[config.mk]
export PLATFORM = sky130hd
export DESIGN_NAME = sync_serial_port
export DESIGN_NICKNAME = d
export VERILOG_FILES = /design/src/rtl/ssp_pkg.sv /design/src/rtl/ssp_clk_unit.sv /design/src/rtl/ssp_ctrl.sv /design/src/rtl/sync_serial_port.sv
export SDC_FILE = /design/constraint.sdc
export NUM_CORES = 1
export LEC_CHECK = 0
export CORE_ASPECT_RATIO = 1.5
export CORE_MARGIN = 2
export CORE_UTILIZATION = 46
export CTS_CLUSTER_DIAMETER = 30
export CTS_CLUSTER_SIZE = 8
export DETAILED_ROUTE_END_ITERATION = 8
export PLACE_DENSITY_LB_ADDON = 0.12
export SYNTH_ARGS = -nofsm -noshare
export SYNTH_HDL_FRONTEND = slang
export SYNTH_SLANG_ARGS = --single-unit
[constraint.sdc]
create_clock -name clk -period 4.45 [get_ports clk]
set_input_delay 1.335 -clock clk [delete_from_list [all_inputs] [get_ports clk]]
set_output_delay 1.335 -clock clk [all_outputs]
set_load 0.005 [all_outputs]
[src/rtl/ssp_pkg.sv]
package ssp_pkg;
    localparam int CHAR_BITS = 8;
    localparam int IDX_W     = $clog2(CHAR_BITS);

    typedef enum logic [1:0] {
        ST_IDLE = 2'd0,
        ST_LOW  = 2'd1,
        ST_HIGH = 2'd2
    } ssp_state_t;
endpackage

[src/rtl/ssp_clk_unit.sv]
module ssp_clk_unit #(
    parameter int HALF_DIV    = 4,
    parameter int SYNC_STAGES = 2
) (
    input  logic clk,
    input  logic rst_n,
    input  logic ext_sel,
    input  logic run,
    input  logic in_low,
    input  logic sck_in,
    output logic fall_ev,
    output logic rise_ev
);
    localparam int DW = (HALF_DIV > 1) ? $clog2(HALF_DIV) : 1;
    localparam logic [DW-1:0] LAST_CNT = DW'(HALF_DIV - 1);

    logic [DW-1:0] div_q;
    logic tick;
    logic [SYNC_STAGES:0] sync_q;
    logic ext_fall, ext_rise;

    assign tick = run && !ext_sel && (div_q == LAST_CNT);

    always_ff @(posedge clk or negedge rst_n) begin
        if (!rst_n)                          div_q <= '0;
        else if (!run || ext_sel || tick)    div_q <= '0;
        else                                 div_q <= div_q + 1'b1;
    end

    // synchronizer stages plus one history stage for edge detection
    always_ff @(posedge clk or negedge rst_n) begin
        if (!rst_n) sync_q <= '1;
        else        sync_q <= {sync_q[SYNC_STAGES-1:0], sck_in};
    end

    assign ext_fall = sync_q[SYNC_STAGES]   && !sync_q[SYNC_STAGES-1];
    assign ext_rise = !sync_q[SYNC_STAGES]  &&  sync_q[SYNC_STAGES-1];

    assign fall_ev = ext_sel ? ext_fall : (tick && !in_low);
    assign rise_ev = ext_sel ? ext_rise : (tick &&  in_low);
endmodule

[src/rtl/ssp_ctrl.sv]
module ssp_ctrl
    import ssp_pkg::*;
(
    input  logic             clk,
    input  logic             rst_n,
    input  logic             go,
    input  logic             fall_ev,
    input  logic             rise_ev,
    output ssp_state_t       state,
    output logic [IDX_W-1:0] bit_idx,
    output logic             start_char,
    output logic             next_bit,
    output logic             sample,
    output logic             char_done
);
    ssp_state_t state_n;
    logic last;

    assign last = (bit_idx == IDX_W'(CHAR_BITS - 1));

    always_ff @(posedge clk or negedge rst_n) begin
        if (!rst_n) state <= ST_IDLE;
        else        state <= state_n;
    end

    always_comb begin
        state_n = state;
        unique case (state)
            ST_IDLE: if (fall_ev && go) state_n = ST_LOW;
            ST_LOW:  if (rise_ev)       state_n = ST_HIGH;
            ST_HIGH: begin
                if (last && !go)        state_n = ST_IDLE;
                else if (fall_ev)       state_n = ST_LOW;
            end
            default:                    state_n = ST_IDLE;
        endcase
    end

    always_comb begin
        start_char = 1'b0;
        next_bit   = 1'b0;
        sample     = 1'b0;
        char_done  = 1'b0;
        unique case (state)
            ST_IDLE: start_char = fall_ev && go;
            ST_LOW: begin
                sample    = rise_ev;
                char_done = rise_ev && last;
            end
            ST_HIGH: begin
                start_char = fall_ev && last && go;
                next_bit   = fall_ev && !last;
            end
            default: ;
        endcase
    end

    always_ff @(posedge clk or negedge rst_n) begin
        if (!rst_n)          bit_idx <= '0;
        else if (start_char) bit_idx <= '0;
        else if (next_bit)   bit_idx <= bit_idx + 1'b1;
    end
endmodule

[src/rtl/sync_serial_port.sv]
module sync_serial_port
    import ssp_pkg::*;
#(
    parameter int HALF_DIV    = 4,
    parameter int SYNC_STAGES = 2
) (
    input  logic                 clk,
    input  logic                 rst_n,
    input  logic [1:0]           clk_cfg,
    input  logic                 tx_en,
    input  logic                 rx_en,
    input  logic                 tx_wr,
    input  logic [CHAR_BITS-1:0] tx_wdata,
    output logic                 tx_empty,
    input  logic                 rx_rd,
    input  logic                 ovr_clr,
    output logic [CHAR_BITS-1:0] rx_data,
    output logic                 rx_full,
    output logic                 rx_ovr,
    input  logic                 sck_i,
    output logic                 sck_o,
    output logic                 sck_oe,
    input  logic                 sdi,
    output logic                 sdo
);
    ssp_state_t state;
    logic [IDX_W-1:0] bit_idx;
    logic start_char, next_bit, sample, char_done;
    logic fall_ev, rise_ev, go, run, ext_sel;
    logic [CHAR_BITS-1:0] tx_buf, tx_sh, rx_sh, rx_byte;
    logic tx_active;

    assign ext_sel = clk_cfg[1];
    assign go      = (tx_en && !tx_empty) || rx_en;
    assign run     = (state != ST_IDLE) || go;
    assign sck_oe  = !ext_sel;
    assign sck_o   = ext_sel ? 1'b1 : (state != ST_LOW);
    assign rx_byte = {sdi, rx_sh[CHAR_BITS-1:1]};

    ssp_clk_unit #(.HALF_DIV(HALF_DIV), .SYNC_STAGES(SYNC_STAGES)) u_clk (
        .clk(clk), .rst_n(rst_n), .ext_sel(ext_sel), .run(run),
        .in_low(state == ST_LOW), .sck_in(sck_i),
        .fall_ev(fall_ev), .rise_ev(rise_ev)
    );

    ssp_ctrl u_ctrl (
        .clk(clk), .rst_n(rst_n), .go(go), .fall_ev(fall_ev), .rise_ev(rise_ev),
        .state(state), .bit_idx(bit_idx), .start_char(start_char),
        .next_bit(next_bit), .sample(sample), .char_done(char_done)
    );

    // transmit buffer and shifter
    always_ff @(posedge clk or negedge rst_n) begin
        if (!rst_n) begin
            tx_buf    <= '0;
            tx_empty  <= 1'b1;
            tx_sh     <= '0;
            tx_active <= 1'b0;
            sdo       <= 1'b1;
        end else begin
            if (start_char) begin
                if (tx_en && !tx_empty) begin
                    tx_sh     <= tx_buf;
                    sdo       <= tx_buf[0];
                    tx_empty  <= 1'b1;
                    tx_active <= 1'b1;
                end else begin
                    tx_active <= 1'b0;
                end
            end else if (next_bit && tx_active) begin
                sdo   <= tx_sh[1];
                tx_sh <= tx_sh >> 1;
            end
            if (tx_wr) begin
                tx_buf   <= tx_wdata;
                tx_empty <= 1'b0;
            end
        end
    end

    // receive shifter and buffer
    always_ff @(posedge clk or negedge rst_n) begin
        if (!rst_n) begin
            rx_sh   <= '0;
            rx_data <= '0;
            rx_full <= 1'b0;
            rx_ovr  <= 1'b0;
        end else begin
            if (rx_rd)   rx_full <= 1'b0;
            if (ovr_clr) rx_ovr  <= 1'b0;
            if (sample)  rx_sh   <= rx_byte;
            if (char_done && rx_en) begin
                if (rx_full) begin
                    rx_ovr <= 1'b1;
                end else begin
                    rx_data <= rx_byte;
                    rx_full <= 1'b1;
                end
            end
        end
    end
endmodule

==> results.md <==
* Status: complete, no violations
* Leak at 0.00108 µW
* Setup total negative slack at 0 ps
* Gr usage total at 14.8%
* Met1 Use GR at 17.3%
* Switching Share at 26.1%
* Fin area at 2360 µm²
* Crit path kind: primary input to output pin
* Die area at 4700 µm²
* Fin util at 59.6%
* Synth Cell Area at 1910 µm²
* CTS buffer count at 5
* Switch Pwr at 276 µW
* Worst-Margin Slew at 971 ps
* CTS hold repair buffers at 0
* CP endpoint kind: output pin
* Cts repair resizes at 0
* Max-cap violation count at 0
* First-pass GRT wire length at 5430 µm
* DIE WIDTH at 56.6 µm
* Worst-case clock skew at 3.64 ps
* Initial DRC count at 35
* I/O pin count at 33
* First-pass DRT Iterations at 4
* CTS H-Tree Depth at 2
* Crit share post-route at 87.4%
* FP Rows at 28
* Warnings, synthesis at 0
* Vias in the first global route at 1,217
* Top-area cell type share of the netlist area at 52.4%
* Placer Congestion at 0.777
* Hold WC Path Type: register to register
* Die outline height at 82.9 µm
* Clock Power Share at 25.2%
* Synth area leaders: dfrtp_1 52%, mux2_2 22%, dfstp_2 6.9%
* Pin count of the biggest net entering global routing at 46
* Seq/Total Area, Yosys at 59.3%
* Reg2Reg Depth at 6
* P per Cell Area at 447 nW/µm²
* CTS tree: done
* Clk_lat worst skew at 290 ps
* Area grow syn2layout at 23.4%
* Comb power frac at 23.1%
* Worst setup SP type: primary input
* Vias at 1,134
* FFs w/ async S/R, synth at 100%
* Hold Slack at 359 ps
* Syn Area/Cell at 14.5 µm²
* Cells after Synth at 132
* Nets@finish at 190
* Share of cells above drive strength 1 at 33.1%
* Placed instance area at 2260 µm²
* Max frequency at 0.257 GHz
* Final min period at 3890 ps
* Gr busiest metal: met2
* Cell taking the most area after synthesis: dfrtp_1
* Unrepaired setup endpoints after global routing: no
* Root buf cell: clkbuf_8
* Worst Path Required at 3120 ps
* Clock Path Buffers at 2
* Post-synth EDFFs at 0
* Routed length per instance at 14.9 µm
* Max-slew headroom at 35.3%
* Syn_nets at 154
* CP Max Fanout at 6
* Final Max Slew Viols at 0
* Final Hold Viols at 0
* Overflow after GRT at 0
* Initial antenna violation count at 0
* Core footprint at 3960 µm²
* Hold depth at 0
* Main synth FF type: dfrtp_1
* DRT Wirelength at 3180 µm
* Power Internal at 779 µW
* Worst-path clk slew at 80 ps
* DRC at 0
* DR vias/cell at 5.30
* Fillers at 318
* Setup violators final at 0
* Port Buffers at 31
* Post-synthesis sequential element count at 45
* Antenna-violating nets left at 0
* GRT met3 Usage at 2.65%
* Reg power frac at 51.7%
* Initial Util at 48.3%
* Sink Count at 45
* IR drop worst, VDD at 0.251 mV
* Post-DP HPWL at 2320 µm
* Ant diodes at 0
* Data arrival time of the worst path at 2550 ps
* Met2 GRT Util at 25.4%
* Post-CTS setup buffer count at 0
* Synth cell types at 31
-- synth_stat cells, types with 2 or more instances --
library cell / number
ha_1: 3
dfstp_2: 5
inv_1: 5
dfrtp_1: 40
nor4_1: 2
a22o_1: 2
nand2_1: 5
mux2i_1: 2
nor2_1: 3
o21ai_0: 5
mux2_2: 37
nand2b_1: 4
-- sequential cells by signal, indices dropped and copies added, names as in the netlist --
signal / cells
rx_ovr: 1
u_ctrl.bit_idx: 3
rx_full: 1
tx_empty: 1
u_clk.div_q: 2
rx_data: 8
sdo: 1
tx_sh: 7
u_clk.sync_q: 3
u_ctrl.state: 2
tx_buf: 8
rx_sh: 7
tx_active: 1
-- metal layers --
metal / vias up / wire length, µm / share of wire (%)
met2: 23 / 1740 / 55
li1: 544 / - / -
met4: 0 / 55 / 1.7
met5: - / 0 / 0
met1: 562 / 1280 / 40
met3: 5 / 105 / 3.3
-- area by class of cell --
cell class                      instances  area, µm²  share of cell area [%]
Clock buffer                            7       96.3                    4.08
Clock inverter                          1       5.00                   0.212
Inverter                                5       18.8                   0.796
Multi-Input combinational cell         80        744                    31.6
Sequential cell                        45       1130                    48.0
Tap cell                               45       56.3                    2.39
Timing Repair Buffer                   31        305                    12.9
-- per-stage QoR --
step	setup WS, ps	cells	total power (µW)
2_1_floorplan	1650	132	717
6_report	562	214	1060
3_3_place_gp	580	206	788
5_1_grt	524	214	1120
3_5_place_dp	564	206	803
4_1_cts	556	214	1070
-- cell usage in the layout (no fill, tap or decap), types with 2 or more instances in the layout --
| cell | n |
|---|---|
| clkbuf_8 | 7 |
| clkdlybuf4s50_1 | 30 |
| dfstp_2 | 5 |
| nand2_1 | 5 |
| mux2_2 | 37 |
| ha_1 | 3 |
| dfrtp_1 | 40 |
| nor4_1 | 2 |
| nand2b_1 | 4 |
| o21ai_0 | 5 |
| a22o_1 | 2 |
| inv_1 | 5 |
| mux2i_1 | 2 |
| nor2_1 | 3 |
-- cell families (layout without fill, tap and decap cells) --
group           count (synthesis)  count (layout)  share of synthesized area (%)
simple gates                   23              23                           7.66
fa+ha+maj                       3               3                           1.96
flops                          45              45                           59.3
compound gates                 14              14                           5.89
mux                            40              40                           23.4
buf+inv                         7              44                           1.77
-- worst paths after layout --
| kind | to | from | slack [ps] |
|---|---|---|---|
| min in group asynchronous | u_clk.div_q[1] | rst_n | 1190 |
| max in group asynchronous | tx_active | rst_n | 2650 |
| min | u_clk.sync_q[1] | u_clk.sync_q[0] | 360 |
| min reg2reg | u_clk.sync_q[1] | u_clk.sync_q[0] | 360 |
| max reg2reg | tx_sh[1] | u_ctrl.bit_idx[0] | 2330 |
| max | sck_o | clk_cfg[1] | 560 |
-- critical path: stages --
cell and delay (ps):
clkdlybuf4s50_1 580, inv_1 80, nand2b_1 70, clkdlybuf4s50_1 490
-- power by group through the flow --
stage               Sequential [µW]  Clock, µW  Combinational [µW]
detailed placement              554          0                 249
global route                    560        289                 270
CTS                             547        277                 249
floorplan                       538          0                 179
global placement                549          0                 239
finish                          546        266                 244
Power figures use the tool's default switching activity.
